File: src/rtl/pwm_bank_pkg.sv
package pwm_bank_pkg;
  localparam int GEN_COUNT     = 8;
  localparam int DIRECT_COUNT  = 16;
  localparam int SERIAL_COUNT  = 17;
  localparam int PER_FIELD_W   = 8;
  localparam int HIGH_FIELD_W  = 8;
  localparam int BUS_DATA_W    = 32;
  localparam int BUS_ADDR_W    = 4;
endpackage

File: src/rtl/pwm_cfg_regs.sv
module pwm_cfg_regs #(
  parameter int NUM_GEN = 8,
  parameter int NUM_PIN = 33,
  parameter int PER_W   = 8,
  parameter int HIGH_W  = 8,
  parameter int DATA_W  = 32,
  parameter int ADDR_W  = 4,
  parameter int SEL_W   = 3
) (
  input  logic                            clk,
  input  logic                            rst_n,
  input  logic                            wr_en,
  input  logic                            rd_en,
  input  logic [ADDR_W-1:0]               addr,
  input  logic [DATA_W-1:0]               wdata,
  output logic [DATA_W-1:0]               rdata,
  output logic [NUM_GEN-1:0][PER_W-1:0]   per_cfg,
  output logic [NUM_GEN-1:0][HIGH_W-1:0]  high_cfg,
  output logic [NUM_PIN-1:0]              pin_en,
  output logic [NUM_PIN-1:0][SEL_W-1:0]   pin_sel
);
  localparam int PER_PER_REG  = DATA_W / PER_W;
  localparam int N_PER_REG    = (NUM_GEN + PER_PER_REG - 1) / PER_PER_REG;
  localparam int DUTY_W       = 2 * HIGH_W;
  localparam int DUTY_PER_REG = DATA_W / DUTY_W;
  localparam int N_DUTY_REG   = (NUM_GEN + DUTY_PER_REG - 1) / DUTY_PER_REG;
  localparam int ENT_W        = SEL_W + 1;
  localparam int PIN_PER_REG  = DATA_W / ENT_W;
  localparam int DUTY_BASE    = N_PER_REG;
  localparam int MAP_BASE     = DUTY_BASE + N_DUTY_REG;

  logic [NUM_GEN-1:0][PER_W-1:0]  per_q, per_d;
  logic [NUM_GEN-1:0][HIGH_W-1:0] high_q, high_d, low_q, low_d;
  logic [NUM_PIN-1:0]             en_q, en_d;
  logic [NUM_PIN-1:0][SEL_W-1:0]  sel_q, sel_d;
  logic [DATA_W-1:0]              rd_word, rdata_q;

  // write decode: next-state of every stored field
  always_comb begin
    per_d  = per_q;
    high_d = high_q;
    low_d  = low_q;
    en_d   = en_q;
    sel_d  = sel_q;
    for (int g = 0; g < NUM_GEN; g++) begin
      if (addr == ADDR_W'(g / PER_PER_REG))
        per_d[g] = wdata[(g % PER_PER_REG) * PER_W +: PER_W];
      if (addr == ADDR_W'(DUTY_BASE + g / DUTY_PER_REG)) begin
        high_d[g] = wdata[(g % DUTY_PER_REG) * DUTY_W +: HIGH_W];
        low_d[g]  = wdata[(g % DUTY_PER_REG) * DUTY_W + HIGH_W +: HIGH_W];
      end
    end
    for (int p = 0; p < NUM_PIN; p++) begin
      if (addr == ADDR_W'(MAP_BASE + p / PIN_PER_REG)) begin
        sel_d[p] = wdata[(p % PIN_PER_REG) * ENT_W +: SEL_W];
        en_d[p]  = wdata[(p % PIN_PER_REG) * ENT_W + SEL_W];
      end
    end
  end

  // read mux
  always_comb begin
    rd_word = '0;
    for (int g = 0; g < NUM_GEN; g++) begin
      if (addr == ADDR_W'(g / PER_PER_REG))
        rd_word[(g % PER_PER_REG) * PER_W +: PER_W] = per_q[g];
      if (addr == ADDR_W'(DUTY_BASE + g / DUTY_PER_REG)) begin
        rd_word[(g % DUTY_PER_REG) * DUTY_W +: HIGH_W]          = high_q[g];
        rd_word[(g % DUTY_PER_REG) * DUTY_W + HIGH_W +: HIGH_W] = low_q[g];
      end
    end
    for (int p = 0; p < NUM_PIN; p++) begin
      if (addr == ADDR_W'(MAP_BASE + p / PIN_PER_REG))
        rd_word[(p % PIN_PER_REG) * ENT_W +: ENT_W] = {en_q[p], sel_q[p]};
    end
  end

  always_ff @(posedge clk or negedge rst_n) begin
    if (!rst_n) begin
      per_q  <= '0;
      high_q <= '0;
      low_q  <= '0;
      en_q   <= '0;
      sel_q  <= '0;
    end else if (wr_en) begin
      per_q  <= per_d;
      high_q <= high_d;
      low_q  <= low_d;
      en_q   <= en_d;
      sel_q  <= sel_d;
    end
  end

  always_ff @(posedge clk or negedge rst_n) begin
    if (!rst_n)     rdata_q <= '0;
    else if (rd_en) rdata_q <= rd_word;
  end

  assign rdata    = rdata_q;
  assign per_cfg  = per_q;
  assign high_cfg = high_q;
  assign pin_en   = en_q;
  assign pin_sel  = sel_q;

  // read data only moves on a read strobe
  a_r2_rdata_hold: assert property (@(posedge clk) disable iff (!rst_n)
    !rd_en |=> $stable(rdata_q));
  // stored configuration only moves on a write strobe
  a_r2_cfg_hold: assert property (@(posedge clk) disable iff (!rst_n)
    !wr_en |=> ($stable(per_q) && $stable(high_q) && $stable(en_q) && $stable(sel_q)));
endmodule

File: src/rtl/pwm_wavegen.sv
module pwm_wavegen #(
  parameter int PER_W  = 8,
  parameter int HIGH_W = 8
) (
  input  logic              clk,
  input  logic              rst_n,
  input  logic [PER_W-1:0]  cfg_per,
  input  logic [HIGH_W-1:0] cfg_high,
  output logic              wave
);
  localparam int STEPS  = (1 << HIGH_W) - 1;
  localparam int STEP_W = HIGH_W;
  localparam logic [STEP_W-1:0] LAST_STEP = STEP_W'(STEPS - 1);
  localparam logic [HIGH_W-1:0] FULL_HIGH = HIGH_W'(STEPS);

  logic [PER_W-1:0]  pre_q, pre_d, pre_lim;
  logic [PER_W-1:0]  act_per_q;
  logic [HIGH_W-1:0] act_high_q;
  logic [STEP_W-1:0] step_q, step_d;
  logic              sub_done, period_done;

  always_comb begin
    pre_lim     = (act_per_q == '0) ? '0 : act_per_q - PER_W'(1);
    sub_done    = (pre_q == pre_lim);
    period_done = sub_done && (step_q == LAST_STEP);
    pre_d       = sub_done ? '0 : pre_q + PER_W'(1);
    step_d      = period_done ? '0 : step_q + STEP_W'(1);
    wave        = (int'(step_q) < int'(act_high_q));
  end

  always_ff @(posedge clk or negedge rst_n) begin
    if (!rst_n) pre_q <= '0;
    else        pre_q <= pre_d;
  end

  always_ff @(posedge clk or negedge rst_n) begin
    if (!rst_n)        step_q <= '0;
    else if (sub_done) step_q <= step_d;
  end

  // settings are adopted only at a period boundary
  always_ff @(posedge clk or negedge rst_n) begin
    if (!rst_n) begin
      act_per_q  <= '0;
      act_high_q <= '0;
    end else if (period_done) begin
      act_per_q  <= cfg_per;
      act_high_q <= cfg_high;
    end
  end

  a_r3_step_range: assert property (@(posedge clk) disable iff (!rst_n)
    step_q <= LAST_STEP);
  a_r3_sub_restart: assert property (@(posedge clk) disable iff (!rst_n)
    sub_done |=> (pre_q == '0));
  a_r9_hold_midperiod: assert property (@(posedge clk) disable iff (!rst_n)
    !period_done |=> ($stable(act_per_q) && $stable(act_high_q)));
  a_r5_full_high: assert property (@(posedge clk) disable iff (!rst_n)
    (act_high_q == FULL_HIGH) |-> wave);
  a_r6_zero_low: assert property (@(posedge clk) disable iff (!rst_n)
    (act_high_q == '0) |-> !wave);
endmodule

File: src/rtl/pwm_pin_route.sv
module pwm_pin_route #(
  parameter int NUM_GEN = 8,
  parameter int NUM_PIN = 33,
  parameter int SEL_W   = 3
) (
  input  logic                           clk,
  input  logic                           rst_n,
  input  logic [NUM_GEN-1:0]             wave,
  input  logic [NUM_PIN-1:0]             pin_en,
  input  logic [NUM_PIN-1:0][SEL_W-1:0]  pin_sel,
  output logic [NUM_PIN-1:0]             pin_lvl
);
  localparam int WAVE_PAD = 1 << SEL_W;

  logic [WAVE_PAD-1:0] wave_ext;
  logic [NUM_PIN-1:0]  lvl_d;

  assign wave_ext = WAVE_PAD'(wave);

  for (genvar p = 0; p < NUM_PIN; p++) begin : g_pin
    assign lvl_d[p] = pin_en[p] && wave_ext[pin_sel[p]];
  end

  always_ff @(posedge clk or negedge rst_n) begin
    if (!rst_n) pin_lvl <= '0;
    else        pin_lvl <= lvl_d;
  end

  // a pin whose enable was clear on the previous edge is low
  a_r7_off_low: assert property (@(posedge clk) disable iff (!rst_n)
    (pin_lvl & ~$past(pin_en)) == '0);
endmodule

File: src/rtl/pwm_share_bank.sv
module pwm_share_bank
  import pwm_bank_pkg::*;
#(
  parameter int NUM_GEN    = GEN_COUNT,
  parameter int NUM_DIRECT = DIRECT_COUNT,
  parameter int NUM_SERIAL = SERIAL_COUNT,
  parameter int PER_W      = PER_FIELD_W,
  parameter int HIGH_W     = HIGH_FIELD_W,
  parameter int DATA_W     = BUS_DATA_W,
  parameter int ADDR_W     = BUS_ADDR_W
) (
  input  logic                  clk,
  input  logic                  rst_n,
  input  logic                  wr_en,
  input  logic                  rd_en,
  input  logic [ADDR_W-1:0]     addr,
  input  logic [DATA_W-1:0]     wdata,
  output logic [DATA_W-1:0]     rdata,
  output logic [NUM_DIRECT-1:0] direct_out,
  output logic [NUM_SERIAL-1:0] serial_lvl
);
  localparam int NUM_PIN = NUM_DIRECT + NUM_SERIAL;
  localparam int SEL_W   = (NUM_GEN > 1) ? $clog2(NUM_GEN) : 1;

  logic [1:0]                     rst_sync_q;
  logic                           core_rst_n;
  logic [NUM_GEN-1:0][PER_W-1:0]  per_cfg;
  logic [NUM_GEN-1:0][HIGH_W-1:0] high_cfg;
  logic [NUM_PIN-1:0]             pin_en;
  logic [NUM_PIN-1:0][SEL_W-1:0]  pin_sel;
  logic [NUM_GEN-1:0]             wave;
  logic [NUM_PIN-1:0]             pin_lvl;

  // asynchronous assert, synchronous release
  always_ff @(posedge clk or negedge rst_n) begin
    if (!rst_n) rst_sync_q <= '0;
    else        rst_sync_q <= {rst_sync_q[0], 1'b1};
  end
  assign core_rst_n = rst_sync_q[1];

  pwm_cfg_regs #(
    .NUM_GEN(NUM_GEN), .NUM_PIN(NUM_PIN), .PER_W(PER_W), .HIGH_W(HIGH_W),
    .DATA_W(DATA_W), .ADDR_W(ADDR_W), .SEL_W(SEL_W)
  ) u_regs (
    .clk(clk), .rst_n(core_rst_n), .wr_en(wr_en), .rd_en(rd_en),
    .addr(addr), .wdata(wdata), .rdata(rdata),
    .per_cfg(per_cfg), .high_cfg(high_cfg), .pin_en(pin_en), .pin_sel(pin_sel)
  );

  for (genvar g = 0; g < NUM_GEN; g++) begin : g_gen
    pwm_wavegen #(.PER_W(PER_W), .HIGH_W(HIGH_W)) u_gen (
      .clk(clk), .rst_n(core_rst_n),
      .cfg_per(per_cfg[g]), .cfg_high(high_cfg[g]), .wave(wave[g])
    );
  end

  pwm_pin_route #(.NUM_GEN(NUM_GEN), .NUM_PIN(NUM_PIN), .SEL_W(SEL_W)) u_route (
    .clk(clk), .rst_n(core_rst_n), .wave(wave),
    .pin_en(pin_en), .pin_sel(pin_sel), .pin_lvl(pin_lvl)
  );

  assign direct_out = pin_lvl[NUM_DIRECT-1:0];
  assign serial_lvl = pin_lvl[NUM_PIN-1:NUM_DIRECT];

  // while the core is in reset no pin is driven high
  a_r1_reset_quiet: assert property (@(posedge clk)
    !core_rst_n |=> (pin_lvl == '0) || !core_rst_n);
endmodule

File: config.mk
export PLATFORM = sky130hd
export DESIGN_NAME = pwm_share_bank
export DESIGN_NICKNAME = d
export VERILOG_FILES = /design/src/rtl/pwm_bank_pkg.sv /design/src/rtl/pwm_cfg_regs.sv /design/src/rtl/pwm_wavegen.sv /design/src/rtl/pwm_pin_route.sv /design/src/rtl/pwm_share_bank.sv
export SDC_FILE = /design/constraint.sdc
export NUM_CORES = 1
export LEC_CHECK = 0
export ABC_AREA = 1
export BUFFER_PORTS_ARGS = -buffer_cell sky130_fd_sc_hd__clkbuf_2
export CELL_PAD_IN_SITES_DETAIL_PLACEMENT = 2
export CELL_PAD_IN_SITES_GLOBAL_PLACEMENT = 2
export CORE_UTILIZATION = 33
export CTS_CLUSTER_DIAMETER = 120
export DETAILED_ROUTE_END_ITERATION = 8
export GPL_TIMING_DRIVEN = 0
export PLACE_DENSITY_LB_ADDON = 0.2
export SLEW_MARGIN = 20
export SYNTH_ARGS = -nofsm -noshare
export SYNTH_HDL_FRONTEND = slang
export SYNTH_SLANG_ARGS = --single-unit
File: constraint.sdc
create_clock -name clk -period 17.6 [get_ports clk]
set_input_delay 0.88 -clock clk [delete_from_list [all_inputs] [get_ports clk]]
set_output_delay 0.88 -clock clk [all_outputs]
set_load 0.01 [all_outputs]
## After elaboration in Yosys (flattened, before gate mapping)

Index checks and enable logic that the tools add are counted.

- Register bits after elaboration: 647
- Memory bits (writable): 0
- Input bits: 40
- Word-level logic and storage cells: 388
- Memories: 0
- Memory bits (read-only): 0
- Bits in latches: 0

- Reductions and logical operators: 61
- $lt $le $gt $ge: 41
- Muxes and demuxes: 139
- Divide/modulo/power cells: 0
- Add/sub/neg operators: 24
- Multipliers: 0
- Shifts and indexed selects: 0
- Bitwise gates (word level): 0
- Equal/unequal tests: 26

Operators by type and width:

| cell | count |
|---|---|
| $mux W8 | 32 |
| $lt A3 B4 Y1 const B | 33 |
| $mux W4 | 33 |
| $add A8 B1 Y8 const B | 16 |
| $mux W16 | 8 |
| $bmux W1 S3 | 33 |
| $eq A8 B8 Y1 | 8 |
| $eq A8 B8 Y1 const B | 8 |
| $logic_not A8 Y1 | 8 |
| $lt A8 B8 Y1 | 8 |
| $sub A8 B1 Y8 const B | 8 |
| $logic_and A1 B1 Y1 | 41 |
| $mux W1 | 33 |
| $reduce_and A2 Y1 | 11 |
| $eq A4 B3 Y1 const B | 4 |
| $eq A4 B4 Y1 const B | 3 |
| $eq A4 B2 Y1 const B | 2 |
| $eq A4 B1 Y1 const B | 1 |
| $logic_not A4 Y1 | 1 |

## Depth between registers and ports, before layout

Gate-level depths: netlist (run 1).

- Word-level depth: 14
- Gate-level depth with buffers: 16
- Gate-level depth less buffers: 15

## Cells and area by module

A second synthesis (run 1) with hierarchy kept.

- Cells, all modules: 4781
- Area total of the unflattened synthesis: 36117.1 um^2

By module, submodules not included:

| module | area each (um^2) | instances | cells each |
|---|---|---|---|
| pwm_cfg_regs | 15163.3 | 1 | 1816 |
| pwm_wavegen (g_gen[0].u_gen ...) | 2260.9 | 3 | 291 |
| pwm_wavegen (g_gen[4].u_gen ...) | 2063.2 | 3 | 277 |
| pwm_pin_route | 3731.1 | 1 | 692 |
| pwm_wavegen (g_gen[3].u_gen) | 2115.8 | 1 | 291 |
| pwm_wavegen (g_gen[7].u_gen) | 2080.7 | 1 | 275 |
| pwm_share_bank | 53.8 | 1 | 3 |

## Worst setup path after synthesis (run 1)

No wires, ideal clock.

- Path type: in2reg
- From: in addr[3]
- To: reg u_regs.sel_q (netlist bit u_regs.pin_sel[24])
- Stages: 7
- Setup time: 0.133 ns
- Path buffers: 1
- Path slack: 15.466 ns
- Data arrival time: 2.001 ns
- Cells stage by stage: inv_1 nand2_1 nor2_1 nand2_1 clkbuf_1 nand2_1 o21ai_0

- Cells in the longest elaborated chain, start to end: 2

RTL lines:

| element | RTL line | RTL |
|---|---|---|
| start: declaration | pwm_share_bank.sv:16 | `input logic [ADDR_W-1:0] addr,` |
| $eq A4 B3 Y1 | pwm_cfg_regs.sv:54 | `if (addr == ADDR_W'(MAP_BASE + p / PIN_PER_REG)) begin` |
| $reduce_and A2 Y1 (no source line) | -- |  |
| end signal: assignment | pwm_cfg_regs.sv:90 | `sel_q <= sel_d;` |
| end: declaration | pwm_cfg_regs.sv:35 | `logic [NUM_PIN-1:0][SEL_W-1:0] sel_q, sel_d;` |

No other way between the ends.
A chain may end at the register's enable or synchronous reset.

## Worst setup path in the final report (run 1)

- From: reg g_gen[1].u_gen.step_q[5]
- To: reg u_route.pin_lvl[0]

- Cells in the longest elaborated chain, start to end: 4

RTL lines:

| element | RTL line | RTL |
|---|---|---|
| start: declaration | pwm_wavegen.sv:19 | `logic [STEP_W-1:0] step_q, step_d;` |
| start signal: assignment | pwm_wavegen.sv:38 | `else if (sub_done) step_q <= step_d;` |
| $lt A8 B8 Y1 | pwm_wavegen.sv:28 | `wave = (int'(step_q) < int'(act_high_q));` |
| $bmux W1 S3 | pwm_pin_route.sv:21 | `assign lvl_d[p] = pin_en[p] && wave_ext[pin_sel[p]];` |
| $mux W1 (not written as such) | pwm_pin_route.sv:21 |  |
| $logic_and A1 B1 Y1 | pwm_pin_route.sv:21 |  |
| named net u_route.lvl_d[0] | pwm_pin_route.sv:16 | `logic [NUM_PIN-1:0] lvl_d;` |
| end signal: assignment | pwm_pin_route.sv:26 | `else pin_lvl <= lvl_d;` |
| end: declaration | pwm_pin_route.sv:11 | `output logic [NUM_PIN-1:0] pin_lvl` |

The timed path passes the listed nets, and every way through them passes these cells. The select of a mux whose other input is x is not followed.

==> flow_summary.ini, run 1 <==
[setup_path]
max_stage_delay_ns = 0.98
crit_top_cell = nor2_1
rr_startpoint = g_gen[1].u_gen.step_q[5]
critical_path.max_fanout = 10
cp.arrival_ns = 3.88
reg2reg_slack_ns = 14.19
critPathRequiredTime_ns = 18.07
crit_path_start = g_gen[1].u_gen.step_q[5]
cpMaxStageDelayCell = clkbuf_1
cp_cell_sequence = ha_1 > a21oi_1 > o21a_1 > clkbuf_1 > a21oi_1 > nor2_1 > nor2_1 > nor2_1
rr_worst_depth = 8
end_kind = register
rr_endpoint = u_route.pin_lvl[0]
worstSetupPathType = reg2reg
critPathLaunchType = register

[timing]
rsz0062_at_grt = false
timing.fmax_mhz = 293
min_period_over_period_pct = 19.4
max_slew_margin_pct = 15.0
finalCriticalPeriod_ns = 3.41
fin_skew_ns = 0.0276
finalSetupTns_ns = 0
max_slew.worst_pin.slew_ns = 1.28
finalMaxSlewViolations = 0
setup_viol = 0
final-hold-violation-count = 0

[detailed_routing]
firstDrtPassIters = 5
wl_mm = 150
drc = 0
drt_iter0_markers = 1973
drtAntennaViolNets = 0
wl_met3_mm = 5.08
vias = 34423
wire_per_inst_um = 23.1
via_per_inst = 5.30
wl_met1_mm = 65.1
top_layer_used = met5
dr_wl_met2_mm = 74.5

[yosys]
synth_edf_count = 0
synth-seq-cells = 647
syn-mean-instance-area_um2 = 7.34
yosys-top-cells-area = dfrtp_1 46%, nand2_1 19%, inv_1 5.3%, o21ai_0 5.3%, nand4_1 4.8%
ys_seq_area_share_pct = 45.6
yosysTopAreaCell = dfrtp_1
netlist_area_um2 = 35500
synth_cells = 4838
synth_most_common_cell = nand2_1
dominantRegCellSynth = dfrtp_1
synthTopCellsByCount = 1826 x nand2_1, 647 x dfrtp_1, 504 x inv_1, 377 x o21ai_0, 294 x nand3_1
synth_fp_nets = 4966
yosysTopAreaCellShare_pct = 45.6
async_reset_ff_share_pct = 100
synth_cell_type_count = 34
ys_warn_count = 0

[floorplan]
design.die.area_um2 = 109000
die_y_um = 330
start_util_pct = 33.5
std_cell_rows = 119
fp.coreArea_um2 = 106000
die_w_um = 330
io_pins = 105

[placement]
hpwl_mm = 113
portBuffers = 103
gp_congestion = 0.866
dpl_cell_area_um2 = 38100

[outcome]
status = finished clean

[clock_tree]
worstSkewPairLatency_ns = 0.66
htreeDepth = 3
path_clk_slew_ns = 0.06
cts_buffer_depth = 3
clock-sinks = 647
clockRootBuffer = clkbuf_16
cts_made_buffers = 80
tritoncts = done
cts_resized = 0

[power_and_ir_drop]
internal_power_mw = 2.94
power.share.combinational_pct = 12.1
p_sw_mw = 1.26
irDropWorstVdd_mv = 0.0682
switching_share_pct = 30.0
seqPwrFrac_pct = 44.6
power_density_nw_per_um2 = 102
p_clk_share_pct = 43.3
leakage_nw = 21.3

[hold_path]
hold_path_class = reg2async

[global_routing]
grt_pass1_vias = 37264
grt-ovfl-total = 0
antenna_found_initial = 8
grt_first_pass_wirelength_mm = 231
track_usage_pct = 28.0
grt_max_degree = 54

[flow_run]
maxCapViolations = 0

[layout]
design_area_um2 = 41000
drive_above_1_share_pct = 7.59
fill_cells = 12485
syn_to_final_growth_pct = 15.4
num-nets-final = 5165
stage by stage:
| stage | util, % | hold slack [ns] | setup WS (ns) | cells | power, mW |
|---|---|---|---|---|---|
| final | 38.7 | 0.356 | 14.19 | 6498 | 4.20 |
| after global routing | 38.7 | 0.368 | 14.21 | 6494 | 4.36 |
| after CTS | 38.7 | 0.367 | 14.27 | 6493 | 4.23 |
| after detailed placement | 36.0 | 0.348 | 14.22 | 6345 | 2.39 |
| after global placement | 35.6 | 0.343 | 1.88 | 6332 | 2.35 |
| after floorplan | - | 0.331 | 7.08 | 4838 | 2.11 |
state kept, by name, indices dropped and copies added, names as in the netlist, 64 cells and up:
| name | cells |
|---|---|
| g_gen.u_gen.act_per_q | 64 |
| g_gen.u_gen.pre_q | 64 |
| g_gen.u_gen.step_q | 64 |
| u_regs.high_cfg | 64 |
| u_regs.low_q | 64 |
| u_regs.pin_sel | 99 |
| u_regs.per_cfg | 64 |
| g_gen.u_gen.act_high_q | 64 |
worst max path at each step:
stage                                         endpoint  slack, ns
after floorplan           g_gen[0].u_gen.act_high_q[0]       7.08
after global placement         g_gen[5].u_gen.pre_q[3]       1.88
after detailed placement            u_regs.pin_sel[36]      14.22
after CTS                           u_route.pin_lvl[0]      14.27
after global routing                u_route.pin_lvl[0]      14.21
final                               u_route.pin_lvl[0]      14.19
final cells by class:
class	count	area (um2)	share of cell area [%]
Antenna cell	5	12.5	0.0305
Clock inverter	27	434	1.06
Sequential cell	647	16200	39.5
Clock buffer	120	2420	5.89
Inverter	514	1930	4.71
Timing Repair Buffer	117	876	2.14
Buffer	215	1040	2.54
Multi-Input combinational cell	3462	16400	39.9
Tap cell	1391	1740	4.25
per-layer routing:
layer / vias up / GRT usage [%]
met5: - / 0
met4: 2 / 10.6
met3: 255 / 2.83
met2: 628 / 48.9
met1: 17646 / 35.4
li1: 15892 / -
cells by family after synthesis:
family	count (synthesis)	share of synthesized area [%]
flops	647	45.6
xor+xnor	80	1.97
simple gates	2765	33.5
buf+inv	729	8.36
fa+ha+maj	88	3.10
other cells	1	0.0106
compound gates	528	7.51
layout by cell type (no fill, tap or decap), drive strengths merged, types with 5 or more instances in the layout:
cell	instances
clkbuf	376
ha	88
xor2	58
o21ai	388
diode	5
nand4	274
nor2	296
nand2	1837
o21a	8
nand3	309
xnor2	22
inv	511
nand3b	5
a21oi	130
nor3	36
bufinv	11
clkinv	17
buf	75
or2	8
dfrtp	647
worst max-delay path: cells and delay by family (launching register included):
family	cells	cell delay, ns
buffers and inverters	1	0.98
adders and majority gates	1	0.35
DFF	1	0.46
AOI/OAI and AO/OA	3	0.72
and+or+nand+nor	3	0.71
power groups by stage:
stage | Combinational (mW) | Sequential (mW) | Clock [mW]
after floorplan | 0.275 | 1.83 | 0
after global placement | 0.437 | 1.92 | 0
after detailed placement | 0.502 | 1.89 | 0
after CTS | 0.510 | 1.87 | 1.85
after global routing | 0.569 | 1.89 | 1.90
final | 0.508 | 1.87 | 1.82
what timing repair did:
action	CTS	global route
hold buffers	1	0
endpoints found under the hold margin	2	0
setup buffers	0	0
Power figures use the tool's default switching activity.
==> run 2: changes to the inputs <==
Settings changed: ABC_AREA 1 to 0, CORE_UTILIZATION 33 to 44.
Clock period 17.6 ns to 3.3 ns, I/O delays scaled along.
==> flow_summary.ini, run 2 <==
[layout]
largest_register_ffs = 99
design_area_um2 = 39200
layout.core_utilization_pct = 51.7
num-nets-final = 3216
syn_to_final_growth_pct = 16.2
drive_above_1_share_pct = 29.4
final_common_cell = dfrtp_1
mostFrequentLayoutCells = 636 x dfrtp_1, 463 x mux2_2, 139 x nor2_1

[yosys]
ys_seq_area_share_pct = 47.9
synth_fp_nets = 3011
dominantRegCellSynth = dfrtp_1
synth_top_family_by_area = multiplexers
synth-xor-area-share_pct = 2.31
yosys-top-cells-area = dfrtp_1 48%, mux2_2 15%, mux4_2 4.4%, ha_1 3.3%, a22oi_1 1.7%
netlist_area_um2 = 33800
synth_mux_area_share_pct = 21.2
synth-seq-cells = 647
synthTopCellsByCount = 647 x dfrtp_1, 464 x mux2_2, 140 x nor2_1, 121 x clkbuf_1, 112 x o21ai_0
synth_edf_count = 0
synthAdderAreaFrac_pct = 3.26
ys_warn_count = 0
synth-simple-area-share_pct = 9.97
synth_cells = 2883
yosysTopAreaCell = dfrtp_1
syn-mean-instance-area_um2 = 11.7
synth_compound_area_share_pct = 11.7
synth_cell_type_count = 88
yosysTopAreaCellShare_pct = 47.9
synth_most_common_cell = dfrtp_1
async_reset_ff_share_pct = 100

[global_routing]
grt_max_degree = 59
grt_pass1_vias = 29800
antenna_found_initial = 8
grt-ovfl-total = 0
grt_first_pass_wirelength_mm = 197
track_usage_pct = 33.9

[detailed_routing]
drtAntennaViolNets = 0
drt_iter0_markers = 2015
vias = 26957
wl_mm = 134
via_per_inst = 6.46
wire_per_inst_um = 32.1
drc = 0
firstDrtPassIters = 8

[setup_path]
end_kind = register
cp.arrival_ns = 3.98
critPathLaunchType = register
critPathRequiredTime_ns = 3.82
reg2reg_slack_ns = -0.16
critical_path.max_fanout = 5
worstSetupPathType = reg2reg

[power_and_ir_drop]
irDropWorstVdd_mv = 0.510
p_total_mw = 27.7
power_density_nw_per_um2 = 705
leakage_nw = 17.3

[placement]
dpl_cell_area_um2 = 35800
gp_congestion = 0.887
hpwl_mm = 89.0
portBuffers = 76

[timing]
holdWs_ns = 0.163
rsz0062_at_grt = true
fin_ws_ns = -0.163
fin_skew_ns = 0.0357
finalCriticalPeriod_ns = 3.46
setup_viol = 25
max_slew.worst_pin.slew_ns = 1.24
finalMaxSlewViolations = 0
max_slew_margin_pct = 17.5
final-hold-violation-count = 0
min_period_over_period_pct = 105
finalSetupTns_ns = -2.34
timing.fmax_mhz = 289

[floorplan]
die_w_um = 279
io_pins = 105
die_y_um = 279
start_util_pct = 44.5
design.die.area_um2 = 77900
std_cell_rows = 101
fp.coreArea_um2 = 75900

[clock_tree]
worstSkewPairLatency_ns = 0.65
path_clk_slew_ns = 0.06
cts_buffer_depth = 3
tritoncts = done
clock-sinks = 647
htreeDepth = 3
clockRootBuffer = clkbuf_16
cts_made_buffers = 76

[outcome]
status = complete, but fails checks
violations = negative setup slack

[hold_path]
hold_path_class = in2reg

[flow_run]
maxCapViolations = 0
[run 2: cell types whose count changed after synthesis, moves of 54 or more]
cell     delta
nand2_1  -1722
mux2_2    +464
inv_1     -397
o21ai_0   -265
nand4_1   -261
nand3_1   -211
nor2_1    -129
a22oi_1    +76
mux4_2     +66
buf_1      +59
a21oi_1    -54
[run 2: path summary, 6_finish.rpt]
kind,end,start,cells past startpoint
setup / recovery,g_gen[6].u_gen.act_high_q[4],g_gen[6].u_gen.act_per_q[2],8
hold / removal,u_regs.per_cfg[26],wdata[26],2
setup reg to reg,g_gen[6].u_gen.act_high_q[4],g_gen[6].u_gen.act_per_q[2],8
hold reg to reg,g_gen[6].u_gen.step_q[3],rst_sync_q[1],0
max in group asynchronous,g_gen[5].u_gen.step_q[6],rst_sync_q[1],3
min in group asynchronous,g_gen[6].u_gen.step_q[3],rst_sync_q[1],0
[run 2: metal layers]
layer,part of all wire (%),global-route usage [%]
met3,5.6,5.21
met4,5.5,16.9
met5,0.038,0
met1,39,41.3
met2,50,58.2
[run 2: where the power goes]
part           internal [mW]  switching, mW
registers               9.39           1.90
logic                   3.35           4.30
clock network           5.06           3.65
[run 2: what timing repair did]
action                                  4_1_cts  5_1_grt
cloned                                        1        1
gates resized for setup                      76       78
buffers inserted                             25       14
hold endpoints to repair                      6        0
hold buffers                                  6        0
endpoints found under the setup margin      235      198
pin swaps                                    11       16
[run 2: kinds of logic (layout without fill, tap and decap cells)]
family,Yosys count,in the layout
xor+xnor,89,89
buf+inv,305,565
mux,570,570
fa+ha+maj,88,88
other cells,1,4
simple gates,621,621
compound gates,562,562
flops,647,647
[run 2: layout make-up]
class,instances,area (um2)
Antenna cell,3,7.51
Buffer,187,795
Clock buffer,110,2250
Clock inverter,23,250
Fill cell,7283,36700
Inverter,107,404
Multi-Input combinational cell,1931,16900
Sequential cell,647,16200
Tap cell,1030,1290
Timing Repair Buffer,138,1130
[run 2: critical path: stages, from the launching register on]
cell	delay (ns)
dfrtp_2	0.44
or4_4	0.59
o21a_1	0.23
or3_4	0.35
a2bb2oi_4	0.16
nand3b_1	0.36
or4_4	0.70
clkbuf_16	0.22
mux2_2	0.29
[run 2: metrics by stage]
stage / setup slack [ns] / cells
after global placement: -5.32 / 3989
after floorplan: -2.96 / 2883
final: -0.163 / 4176
after CTS: -0.0409 / 4166
after detailed placement: -0.772 / 4005
after global routing: -0.185 / 4173
